## src/rtl/opnd_dec_pkg.sv

```systemverilog
package opnd_dec_pkg;

    localparam int BYTE_W = 8;
    localparam int WORD_W = 2 * BYTE_W;
    localparam int NSLOT  = 3;
    localparam int KIND_W = 2;
    localparam int LEN_W  = 3;
    localparam int CNT_W  = 2;

    typedef enum logic [3:0] {
        OP_COPY  = 4'b0000, OP_ADVW = 4'b1000, OP_INV   = 4'b0100, OP_ANDB = 4'b1100,
        OP_INCR  = 4'b0010, OP_DECR = 4'b1010, OP_SUM   = 4'b0110, OP_DIFF = 4'b1110,
        OP_BRZ   = 4'b0001, OP_BRNZ = 4'b1001, OP_GOTO  = 4'b0101, OP_STLIT = 4'b1101,
        OP_STREG = 4'b0011, OP_LOAD = 4'b1011, OP_CALL  = 4'b0111, OP_RET  = 4'b1111
    } op_e;

    typedef enum logic [KIND_W-1:0] {
        K_REG   = 2'd0,
        K_MEM   = 2'd1,
        K_LIT8  = 2'd2,
        K_LIT16 = 2'd3
    } kind_e;

    typedef enum logic [1:0] {
        ST_HDR,
        ST_ARG,
        ST_OUT
    } state_e;

    function automatic logic [CNT_W-1:0] op_arity(input logic [3:0] op);
        case (op)
            OP_RET:                                  return 2'd0;
            OP_COPY, OP_ADVW, OP_INV, OP_INCR,
            OP_DECR, OP_GOTO, OP_CALL:               return 2'd2;
            default:                                 return 2'd3;
        endcase
    endfunction

    function automatic logic [KIND_W-1:0] slot_kind(input int s, input logic [BYTE_W-1:0] hdr);
        case (s)
            0: begin
                if (hdr[7:4] == OP_STLIT) return K_LIT8;
                return hdr[3] ? K_MEM : K_REG;
            end
            1:       return {hdr[1], hdr[2]};
            default: return hdr[0] ? K_MEM : K_REG;
        endcase
    endfunction

    function automatic logic is_wide(input logic [KIND_W-1:0] k);
        return (k == K_MEM) || (k == K_LIT16);
    endfunction

endpackage

```

## src/rtl/opnd_hdr_decode.sv

```systemverilog
module opnd_hdr_decode
    import opnd_dec_pkg::*;
(
    input  logic [BYTE_W-1:0]             hdr,
    output logic [3:0]                    op,
    output logic [NSLOT-1:0][KIND_W-1:0]  kinds,
    output logic [CNT_W-1:0]              nargs,
    output logic [LEN_W-1:0]              len
);

    always_comb begin
        op    = hdr[7:4];
        nargs = op_arity(hdr[7:4]);
        len   = LEN_W'(1);
        for (int s = 0; s < NSLOT; s++) begin
            if (CNT_W'(s) < nargs) begin
                kinds[s] = slot_kind(s, hdr);
                len      = len + (is_wide(kinds[s]) ? LEN_W'(2) : LEN_W'(1));
            end else begin
                kinds[s] = K_REG;
            end
        end
    end

endmodule

```

## src/rtl/opnd_arg_gather.sv

```systemverilog
module opnd_arg_gather
    import opnd_dec_pkg::*;
(
    input  logic                          clk,
    input  logic                          rst,
    input  logic                          start,
    input  logic                          take,
    input  logic [BYTE_W-1:0]             in_byte,
    input  logic [NSLOT-1:0][KIND_W-1:0]  kinds,
    input  logic [CNT_W-1:0]              nargs,
    output logic [NSLOT-1:0][WORD_W-1:0]  vals,
    output logic                          last
);

    logic [CNT_W-1:0] slot;
    logic             half;
    logic             cur_wide;

    assign cur_wide = is_wide(kinds[slot]);
    assign last     = take && (!cur_wide || half) && (slot == nargs - CNT_W'(1));

    always_ff @(posedge clk) begin
        if (rst || start) begin
            slot <= '0;
            half <= 1'b0;
            vals <= '0;
        end else if (take) begin
            if (cur_wide && !half) begin
                vals[slot][WORD_W-1:BYTE_W] <= in_byte;
                half                        <= 1'b1;
            end else begin
                if (cur_wide)
                    vals[slot][BYTE_W-1:0] <= in_byte;
                else
                    vals[slot] <= {{(WORD_W-BYTE_W){1'b0}}, in_byte};
                half <= 1'b0;
                slot <= slot + CNT_W'(1);
            end
        end
    end

    // bytes are only gathered for slots the operation actually uses
    a_r6_slot_in_use: assert property (@(posedge clk) disable iff (rst)
        take |-> (slot < nargs));

    // a pending high byte only exists for a two-byte slot
    a_r7_half_wide: assert property (@(posedge clk) disable iff (rst)
        half |-> cur_wide);

endmodule

```

## src/rtl/opnd_decoder.sv

```systemverilog
module opnd_decoder
    import opnd_dec_pkg::*;
(
    input  logic                     clk,
    input  logic                     rst,
    input  logic                     in_valid,
    input  logic [BYTE_W-1:0]        in_byte,
    output logic                     in_ready,
    output logic                     out_valid,
    input  logic                     out_ready,
    output logic                     done,
    output logic [3:0]               out_op,
    output logic [CNT_W-1:0]         out_nargs,
    output logic [LEN_W-1:0]         out_len,
    output logic [NSLOT*KIND_W-1:0]  out_kinds,
    output logic [NSLOT*WORD_W-1:0]  out_vals
);

    state_e                          state;
    logic                            done_q;
    logic [3:0]                      op_q, dec_op;
    logic [NSLOT-1:0][KIND_W-1:0]    kinds_q, dec_kinds;
    logic [CNT_W-1:0]                nargs_q, dec_nargs;
    logic [LEN_W-1:0]                len_q, dec_len;
    logic [NSLOT-1:0][WORD_W-1:0]    vals;
    logic                            hdr_take, arg_take, last_byte;

    assign hdr_take = (state == ST_HDR) && in_valid;
    assign arg_take = (state == ST_ARG) && in_valid;

    opnd_hdr_decode u_hdr (
        .hdr   (in_byte),
        .op    (dec_op),
        .kinds (dec_kinds),
        .nargs (dec_nargs),
        .len   (dec_len)
    );

    opnd_arg_gather u_gather (
        .clk     (clk),
        .rst     (rst),
        .start   (hdr_take),
        .take    (arg_take),
        .in_byte (in_byte),
        .kinds   (kinds_q),
        .nargs   (nargs_q),
        .vals    (vals),
        .last    (last_byte)
    );

    always_ff @(posedge clk) begin
        if (rst) begin
            state   <= ST_HDR;
            done_q  <= 1'b0;
            op_q    <= '0;
            kinds_q <= '0;
            nargs_q <= '0;
            len_q   <= '0;
        end else begin
            done_q <= 1'b0;
            case (state)
                ST_HDR: if (in_valid) begin
                    op_q    <= dec_op;
                    kinds_q <= dec_kinds;
                    nargs_q <= dec_nargs;
                    len_q   <= dec_len;
                    if (dec_nargs == '0) begin
                        state  <= ST_OUT;
                        done_q <= 1'b1;
                    end else begin
                        state <= ST_ARG;
                    end
                end
                ST_ARG: if (last_byte) begin
                    state  <= ST_OUT;
                    done_q <= 1'b1;
                end
                ST_OUT: if (out_ready) state <= ST_HDR;
                default: state <= ST_HDR;
            endcase
        end
    end

    assign in_ready  = (state != ST_OUT);
    assign out_valid = (state == ST_OUT);
    assign done      = done_q;
    assign out_op    = op_q;
    assign out_nargs = nargs_q;
    assign out_len   = len_q;

    for (genvar g = 0; g < NSLOT; g++) begin : g_slot
        assign out_kinds[g*KIND_W +: KIND_W] = kinds_q[g];
        assign out_vals[g*WORD_W +: WORD_W]  = vals[g];
    end

    // a stalled record does not change
    a_r9_hold: assert property (@(posedge clk) disable iff (rst)
        (out_valid && !out_ready) |=> (out_valid && $stable(out_vals) && $stable(out_op)
                                       && $stable(out_len) && $stable(out_kinds)));

    // done only on the first cycle of a record
    a_r10_done_first: assert property (@(posedge clk) disable iff (rst)
        done |-> (out_valid && !$past(out_valid)));

    // length stays inside the encodable range
    a_r8_len_range: assert property (@(posedge clk) disable iff (rst)
        out_valid |-> (out_len >= LEN_W'(1) && out_len <= LEN_W'(7)));

    // the return code is a single byte
    a_r6_ret_short: assert property (@(posedge clk) disable iff (rst)
        (out_valid && out_op == OP_RET) |-> (out_len == LEN_W'(1) && out_nargs == '0));

    // the cycle after reset shows no record
    a_r11_reset_idle: assert property (@(posedge clk) disable iff (rst)
        $past(rst) |-> (!out_valid && !done && in_ready));

endmodule

```

## config.mk

```make
export PLATFORM = sky130hd
export DESIGN_NAME = opnd_decoder
export DESIGN_NICKNAME = d
export VERILOG_FILES = /design/src/rtl/opnd_dec_pkg.sv /design/src/rtl/opnd_hdr_decode.sv /design/src/rtl/opnd_arg_gather.sv /design/src/rtl/opnd_decoder.sv
export SDC_FILE = /design/constraint.sdc
export NUM_CORES = 1
export LEC_CHECK = 0
export BUFFER_PORTS_ARGS = -buffer_cell sky130_fd_sc_hd__buf_4
export CAP_MARGIN = 10
export CORE_MARGIN = 2
export CORE_UTILIZATION = 38
export CTS_CLUSTER_DIAMETER = 60
export DETAILED_ROUTE_END_ITERATION = 10
export PLACE_DENSITY = 0.64
export SYNTH_ARGS = -nofsm -noshare
export SYNTH_HDL_FRONTEND = slang
export SYNTH_SLANG_ARGS = --single-unit
```

## constraint.sdc

```tcl
create_clock -name clk -period 3.4 [get_ports clk]
set_input_delay 0.17 -clock clk [delete_from_list [all_inputs] [get_ports clk]]
set_output_delay 0.17 -clock clk [all_outputs]
set_load 0.01 [all_outputs]
```

# Word level (Yosys, flattened, before mapping)
# Memories as Yosys holds them, arrays and structs flattened.
# Cells that the tools add are included.
# word_totals
reg_bits,69
mem_bits_ro,32
inputBits,12
out_inout_bits,66
elab_cells,101
n_memories,1
# op_classes
addsub,5
order_cmp,5
n_eq_ne,16
mux,41
bitwise_logic,1
n_reduce_logical,19
# mem_list
memory,words,width,read_ports,rd_ports_with_merged_regs,wr,line_no,text
(no name shown),16,2,1,0,0,opnd_dec_pkg.sv:31,case (op)
# ops
cell,n
bitwise mux 48 bit,3
demux 16 bit (select 2 bit),3
two-way mux 48 bit,2
two-way mux 16 bit,2
two-way mux 2 bit,16
"equality test 2 x 1 -> 1 bit, second input constant",5
"equality test 2 bit, second input constant",5
two-way mux 3 bit,3
two-way mux 1 bit,8
two-way mux 8 bit,1
adder 3 bit,2
logical AND 1 bit,6
logical OR 1 bit,6
"!= test 2 bit, second input constant",3
one-hot mux 2 bit (3 select lines),1
binary-select mux 2 bit (select 2 bit),1
"equality test 4 bit, second input constant",1
logical NOT 2 bit,2
"less-than comparator 1 x 2 -> 1 bit, first input constant",2
AND reduction 2 bit,2
"adder 1 x 3 -> 3 bit, first input constant",1
"less-than comparator 2 x 3 -> 1 bit, second input constant",1
AND reduction 3 bit,1
"adder 2 x 1 -> 2 bit, second input constant",1
8 further kinds,9

# Logic depth before layout (Yosys ltp)
# Gate-level depths: netlist (run 1).
# logic_depth
depth_word,14
depth_mapped,13
mapped_depth_nobuf,12

# Modules after synthesis
# A second synthesis (run 1) with hierarchy kept.
# hier_totals
cells_unflattened,364
hier_area_um2,3293.2
# modules_own_cells
mod,instances,cells_each,area_per_inst_um2,seq_area_each_um2
opnd_arg_gather,1,220,2144.6,1021.0
opnd_decoder,1,86,748.2,360.3
opnd_hdr_decode,1,58,400.4,0.0

# Least setup slack after synthesis (run 1)
# No wires, ideal clock.
# synth_path
path_type,input to register
start,input in_byte[6]
end,"register len_q[1], in the netlist out_len[1]"
setup_ns,0.123
arrival_time_ns,2.127
required_time_ns,3.277
path_slack_ns,1.150
cell_stages,10
n_path_buf,1
path_cell_list,clkbuf_1 > nand4_1 > nand2_1 > ha_1 > inv_1 > fa_1 > nor2_1 > fa_1 > mux2i_1 > o21ai_0
# synth_via
elab_chain_cells,14
elab_cells_between_ends,19
classes_between,add/sub (3); order compare (3); eq/ne (3); mux (8); reduce/logical (1); memory (1)
# synth_lines
element,line_no,text
"start, declared",opnd_decoder.sv:7,"input logic [BYTE_W-1:0] in_byte,"
equality test 4 bit,opnd_dec_pkg.sv:42,if (hdr[7:4] == OP_STLIT) return K_LIT8;
two-way mux 1 bit,opnd_dec_pkg.sv:42,
two-way mux 1 bit,opnd_hdr_decode.sv:16,if (CNT_W'(s) < nargs) begin
two-way mux 2 bit,opnd_dec_pkg.sv:43,return hdr[3] ? K_MEM : K_REG;
two-way mux 2 bit,opnd_hdr_decode.sv:16,
equality test 2 x 1 -> 1 bit / equality test 2 bit (equally long branches),opnd_dec_pkg.sv:51,return (k == K_MEM) || (k == K_LIT16);
logical OR 1 bit,opnd_dec_pkg.sv:51,
two-way mux 2 bit,opnd_hdr_decode.sv:18,len = len + (is_wide(kinds[s]) ? LEN_W'(2) : LEN_W'(1));
adder 1 x 3 -> 3 bit,opnd_hdr_decode.sv:18,
two-way mux 3 bit,opnd_hdr_decode.sv:16,
adder 3 bit,opnd_hdr_decode.sv:18,
two-way mux 3 bit,opnd_hdr_decode.sv:16,
adder 3 bit,opnd_hdr_decode.sv:18,
two-way mux 3 bit *,opnd_hdr_decode.sv:16,
"end signal, assigned",opnd_decoder.sv:66,len_q <= dec_len;
"end, declared",opnd_decoder.sv:24,"logic [LEN_W-1:0] len_q, dec_len;"
# Mark *: on every way between the ends. The rest lies on a longest branch, timed or not. The select of a mux whose other input is x is not followed.
# A chain may end at the register's enable or synchronous reset.

# Worst setup path after layout (run 1)
# layout_path
start,register u_gather.slot[0]
end,register u_gather.vals[17] (netlist name)
# layout_via
elab_chain_cells,7
elab_cells_between_ends,19
classes_between,order compare (2); eq/ne (2); mux (12); reduce/logical (3)
# layout_lines
element,line_no,text
"start, declared",opnd_arg_gather.sv:15,logic [CNT_W-1:0] slot;
"start signal, assigned",opnd_arg_gather.sv:37,slot <= slot + CNT_W'(1);
less-than comparator 2 x 3 -> 1 bit (implied by the code) / >= comparator 2 x 1 -> 1 bit (equally long branches),"opnd_arg_gather.sv:33, opnd_arg_gather.sv:35",
logical AND 1 bit (implied by the code),"opnd_arg_gather.sv:33, opnd_arg_gather.sv:35",
two-way mux 16 bit (implied by the code) / two-way mux 8 bit (equally long branches),"opnd_arg_gather.sv:35, opnd_arg_gather.sv:33",
demux 16 bit (select 2 bit),-,
"bitwise mux 48 bit, on equally long branches","opnd_arg_gather.sv:35, opnd_arg_gather.sv:33",
two-way mux 48 bit,opnd_arg_gather.sv:32,if (cur_wide)
two-way mux 48 bit *,opnd_arg_gather.sv:28,if (cur_wide && !half) begin
"end signal, assigned by index",opnd_arg_gather.sv:29,vals[slot][WORD_W-1:BYTE_W] <= in_byte;
"end signal, assigned by index",opnd_arg_gather.sv:33,vals[slot][BYTE_W-1:0] <= in_byte;
"end signal, assigned by index",opnd_arg_gather.sv:35,"vals[slot] <= {{(WORD_W-BYTE_W){1'b0}}, in_byte};"
"end, declared",opnd_arg_gather.sv:11,"output logic [NSLOT-1:0][WORD_W-1:0] vals,"
# Marks and branches as above.

==> results of run 1 <==
[worst max-delay path, stage by stage (launching register included)]
cell	delay, ns
dfxtp_1	0.54
mux2_4	0.36
a21oi_1	0.18
nor2b_1	0.76
mux2i_1	0.27
[cells in the mapped netlist (2+ instances only)]
cell       n  area (µm²)
dfxtp_1   68        1361
nand2_1   40       150.1
mux2i_1   27       270.3
a22o_1    16       140.1
a32o_1    13       130.1
inv_1      9       33.78
nor2_1     8       30.03
clkbuf_1   7       26.28
nand2b_1   7       43.79
o31ai_1    6       45.04
buf_2      5       25.02
ha_1       5       62.56
buf_1      4       15.01
o21ai_0    4       20.02
a21oi_1    3       15.01
buf_6      3       33.78
nand3_1    3       15.01
nand3b_1   3       22.52
nand4_1    3       18.77
nor3_1     3       15.01
xnor2_1    3       26.28
a21o_1     2       15.01
a31oi_1    2       12.51
fa_1       2       40.04
o211ai_1   2       15.01
o311ai_0   2       17.52
or2_2      2       12.51
or3_1      2       12.51
[worst paths after layout]
kind | startpoint | to | slack (ns)
worst min register to register | u_gather.vals[23] | u_gather.vals[23] | 0.46
worst max-delay path | u_gather.slot[0] | u_gather.vals[17] | 1.22
worst max register to register | u_gather.slot[0] | u_gather.vals[17] | 1.22
worst min-delay path | in_byte[1] | u_gather.vals[9] | 0.07
[registers in the layout, summed over array words and instances (netlist names)]
register and flops:
u_gather.vals 48, out_kinds 5, out_op 4, out_len 3
out_nargs 2, state 2, u_gather.slot 2, done 1
u_gather.half 1
[cell type report]
| class | instances | area share (%) |
|---|---|---|
| Sequential cell | 68 | 37.80 |
| Multi-Input combinational cell | 177 | 36.03 |
| Timing Repair Buffer | 79 | 16.47 |
| Clock buffer | 10 | 3.544 |
| Tap cell | 99 | 3.440 |
| Clock inverter | 6 | 1.772 |
| Inverter | 9 | 0.9382 |
[kinds of logic after synthesis]
group           count (synthesis)  synth area share, %
simple gates                   82                15.06
fa+ha+maj                       7                3.664
mux                            28                10.19
xor+xnor                        3               0.9385
other cells                     1               0.1339
buf+inv                        29                5.049
flops                          68                48.61
compound gates                 56                16.35
[per-stage QoR]
| step | utilization [%] | std cells | setup WS (ns) | cell area [µm²] |
|---|---|---|---|---|
| after CTS | 50.18 | 448 | 1.242 | 3601 |
| after floorplan | - | 274 | 1.150 | 2800 |
| after global placement | 47.52 | 432 | 1.165 | 3410 |
| after detailed placement | 47.52 | 432 | 1.106 | 3410 |
| final | 50.18 | 448 | 1.224 | 3601 |
| after global routing | 50.18 | 448 | 1.064 | 3601 |
[report_power, final]
group          switching (W)  internal [W]
Sequential         0.0000162      0.000814
Clock               0.000320      0.000339
Combinational      0.0000967     0.0000699
Total               0.000433       0.00122
[routing by layer]
metal	routed length (µm)	global-route usage [%]	up-vias
li1	-	-	1125
met5	0	0	-
met2	3348	28.66	60
met1	3304	24.31	1099
met3	332	4.610	9
met4	106	6.154	0
==> results.sh, run 1 <==
export IMPL_nFillCells=694
export IMPL_regArea_mm2=0.001361
export IMPL_syn_area_per_cell_um2=10.22
export IMPL_setup_viol=0
export IMPL_hold_class="in2reg"
export IMPL_grt_overflow=0
export IMPL_numCtsBuffers=9
export IMPL_period_needed_ns=2.176
export IMPL_maxCapViolCount=0
export IMPL_cts_root_buf="clkbuf_8"
export IMPL_ctsHoldBuffers=0
export IMPL_ys_warn_count=0
export IMPL_place_gp_congestion=0.7510
export IMPL_first_global_vias=2182
export IMPL_fp_dieH_um=89.84
export IMPL_synth_ff_type="dfxtp_1"
export IMPL_slew_headroom_pct=39.17
export IMPL_rows=31
export IMPL_post_route_drc_count=0
export IMPL_crit_required_ns=3.67
export IMPL_cts_buffer_depth=2
export IMPL_layout_commonest_cell="buf_4"
export IMPL_initial_core_util_pct=39.02
export IMPL_track_usage_pct=18.14
export IMPL_whs_ns=0.07081
export IMPL_fin_crit_sh_pct=64.01
export IMPL_synth_area_mm2=0.002800
export IMPL_multi_input_area_mm2=0.001297
export IMPL_antenna_found_initial=0
export IMPL_ir_worst_vdd_v=0.0001963
export IMPL_worst_setup_path_type="reg2reg"
export IMPL_p_leak_nw=1.607
export IMPL_critPathArrivalTime_ns=2.45
export IMPL_p_per_area_mw_per_mm2=459.9
export IMPL_hold_violations=0
export IMPL_fmax_mhz=459.5
export IMPL_worstPathMaxFanout=9
export IMPL_path_clk_slew_ns=0.07
export IMPL_cts_sinks=68
export IMPL_layout_common_cells="buf_4, dfxtp_1, nand2_1"
export IMPL_outcome="finished, final reports clean"
export IMPL_cts_tree="done"
export IMPL_rr_worst_depth=4
export IMPL_yosysUniqueCellTypes=48
export IMPL_cts_resized=0
export IMPL_netlist_instances=274
export IMPL_drt_first_pass_iters=4
export IMPL_core_mm2=0.007176
export IMPL_slew_viol_final=0
export IMPL_power_total_w=0.001656
export IMPL_die_area_mm2=0.008071
export IMPL_postRouteAntennaNets=0
export IMPL_vias=2293
export IMPL_viasPerCell=5.118
export IMPL_die_w_um=89.84
export IMPL_tns_ns=0
export IMPL_grt_pass1_wl_um=11610
export IMPL_ys_async_sr_fraction_pct=0
export IMPL_nNetsFinal=363
export IMPL_start_kind="flop"
export IMPL_clock_latency_ns=0.34
export IMPL_post_drt_wl_per_cell_um=15.83
export IMPL_wl_um=7091
export IMPL_grt_setup_unrepaired="false"
export IMPL_post_cts_buffers=0
export IMPL_num_antenna_cells=0
export IMPL_cp_end_kind="flop"
export IMPL_hpwlAfterDp_um=5113
export IMPL_htree_levels=3
export IMPL_synth_seq_cells=68
export IMPL_area_growth_pct=28.60
export IMPL_ys_seq_area_share_pct=48.61
export IMPL_grt_start_max_net_pins=28
export IMPL_tightest_slew_ns=0.9105
export IMPL_drtIter0Drc=157
export IMPL_synth_edf_count=0
export IMPL_min_delay_path_depth=2
export IMPL_io_buffers=76
export IMPL_num_io_pins=78
export IMPL_syn_nets=293
export IMPL_drive_above_1_share_pct=29.23
export IMPL_fin_skew_ns=0.006225
(Power assumes the default switching activity.)
==> run 2: changes to the inputs <==
clock period = 2.1 ns   (was 3.4 ns; I/O delays follow)
==> results.sh, run 2 (same netlist as run 1, synthesis figures left out) <==
export IMPL_outcome="finished, final reports clean"
export IMPL_antenna_found_initial=0
export IMPL_r2r_end="u_gather.vals[44]"
export IMPL_min_from="in_byte[1]"
export IMPL_multi_input_area_mm2=0.001316
export IMPL_hpwlAfterDp_um=5358
export IMPL_postRouteAntennaNets=0
export IMPL_post_route_drc_count=0
export IMPL_wl_um=7238
export IMPL_track_usage_pct=18.20
export IMPL_critPathArrivalTime_ns=2.17
export IMPL_worstPathCellList="ha_1, nand4b_1, or2_2, or2_2, a32o_1"
export IMPL_crit_required_ns=2.34
export IMPL_cts_root_buf="clkbuf_8"
export IMPL_area_growth_pct=34.05
export IMPL_clockPowerShare_pct=44.9
export IMPL_hold_end="out_kinds[3]"
export IMPL_reg2reg_from="u_gather.slot[1]"
export IMPL_slowest_stage="dfxtp_1"
export IMPL_worstPathMaxFanout=8
export IMPL_cts_buffer_depth=2
export IMPL_rows=31
export IMPL_worst_setup_path_type="reg2reg"
export IMPL_place_gp_congestion=0.8378
export IMPL_regArea_mm2=0.001363
export IMPL_grt_start_max_net_pins=29
export IMPL_reg2reg_slack_ns=0.17
export IMPL_layout_commonest_cell="buf_4"
export IMPL_post_cts_buffers=0
export IMPL_die_w_um=89.84
export IMPL_numCtsBuffers=9
export IMPL_die_area_mm2=0.008071
export IMPL_io_buffers=76
export IMPL_internal_power_w=0.002237
export IMPL_placed_cell_area_mm2=0.003477
export IMPL_min_delay_path_depth=2
export IMPL_initial_core_util_pct=39.02
export IMPL_hold_class="in2reg"
export IMPL_max_stage_delay_ns=0.48
export IMPL_stdcell_area_mm2=0.003754
export IMPL_p_leak_nw=1.678
export IMPL_hold_violations=0
export IMPL_swShare_pct=24.29
export IMPL_layout_common_cells="buf_4, dfxtp_1, nand2_1"
export IMPL_path_clk_slew_ns=0.08
export IMPL_slew_headroom_pct=41.73
export IMPL_critPathMostFrequentCell="or2_2"
export IMPL_first_global_vias=2263
export IMPL_p_comb_share_pct=9.6
export IMPL_fmax_mhz=517.0
export IMPL_cts_sinks=68
export IMPL_tns_ns=0
export IMPL_slew_viol_final=0
export IMPL_p_per_area_mw_per_mm2=787.2
export IMPL_viasPerCell=5.081
export IMPL_rr_worst_depth=5
export IMPL_grt_setup_unrepaired="false"
export IMPL_htree_levels=3
export IMPL_start_kind="flop"
export IMPL_tightest_slew_ns=0.8674
export IMPL_fin_crit_sh_pct=92.11
export IMPL_grt_pass1_wl_um=11770
export IMPL_clock_latency_ns=0.34
export IMPL_ir_worst_vdd_v=0.0004825
export IMPL_largest_reg_flops=48
export IMPL_drt_first_pass_iters=4
export IMPL_seq_power_share_pct=45.5
export IMPL_num_io_pins=78
export IMPL_fp_dieH_um=89.84
export IMPL_maxCapViolCount=0
export IMPL_drtIter0Drc=123
export IMPL_cp_end_kind="flop"
export IMPL_nNetsFinal=373
export IMPL_period_needed_ns=1.934
export IMPL_fin_skew_ns=0.005676
export IMPL_core_mm2=0.007176
export IMPL_post_drt_wl_per_cell_um=15.80
export IMPL_p_switching_w=0.0007176
export IMPL_grt_overflow=0
export IMPL_num_antenna_cells=0
export IMPL_nFillCells=687
export IMPL_cts_tree="done"
export IMPL_regMostFlops="u_gather.vals"
export IMPL_setup_viol=0
export IMPL_vias=2327
export IMPL_drive_above_1_share_pct=32.03
-- run 2: final cells by class --
type | count | area share (%)
multi-input cells | 177 | 35.07
flip-flops and latches | 68 | 36.30
well taps | 99 | 3.300
clock inverters | 7 | 3.267
clock buffers | 9 | 3.300
repair buffers | 89 | 17.87
inverters | 9 | 0.9000
-- run 2: per-stage QoR --
| step | power (W) | hold WS [ns] | setup slack, ns | instances | util [%] |
|---|---|---|---|---|---|
| floorplan | 0.001535 | 0.2101 | 0.02930 | 274 | - |
| global placement | 0.001648 | 0.3580 | 0.05991 | 441 | 48.46 |
| detailed placement | 0.001654 | 0.3566 | -0.01815 | 441 | 48.46 |
| CTS | 0.002970 | 0.009748 | 0.1154 | 458 | 52.03 |
| global route | 0.003064 | 0.01031 | 0.04563 | 458 | 52.31 |
| finish | 0.002955 | 0.01489 | 0.1657 | 458 | 52.31 |
-- run 2: critical path, delay by kind of cell (launching register included) --
| kind | cells | cell delay, ns |
|---|---|---|
| flip-flops | 1 | 0.48 |
| AND/OR/NAND/NOR | 3 | 0.86 |
| adder cells (fa/ha/maj) | 1 | 0.20 |
| AO/OA/AOI/OAI | 1 | 0.28 |
-- run 2: power groups by stage --
stage / Clock, W / Combinational [W] / Sequential [W]
2_1_floorplan: 0 / 0.000158 / 0.00138
3_3_place_gp: 0 / 0.000274 / 0.00137
3_5_place_dp: 0 / 0.000280 / 0.00137
4_1_cts: 0.00134 / 0.000282 / 0.00134
5_1_grt: 0.00141 / 0.000310 / 0.00135
6_report: 0.00133 / 0.000283 / 0.00134
-- run 2: worst max path at each step --
stage                           startpoint                end  slack, ns  depth (start not counted)
after CTS                 u_gather.slot[0]  u_gather.vals[44]       0.12                          5
final                     u_gather.slot[1]  u_gather.vals[44]       0.17                          5
after floorplan                 in_byte[6]         out_len[1]       0.03                         10
after detailed placement        in_byte[6]         out_len[1]      -0.02                         11
after global placement          in_byte[6]         out_len[1]       0.06                         11
after global routing      u_gather.slot[1]  u_gather.vals[42]       0.05                          5
-- run 2: metal layers --
| layer | global-route usage [%] | wire length (µm) |
|---|---|---|
| met1 | 23.17 | 3127 |
| met2 | 30.93 | 3646 |
| met3 | 4.191 | 392 |
| met4 | 5.385 | 70 |
| met5 | 0 | 0 |
-- run 2: what timing repair did --
action / in CTS / in global routing
hold buffers: 1 / 0
resized for setup: 0 / 4
endpoints found under the hold margin: 1 / 0
setup endpoints to repair: 0 / 14
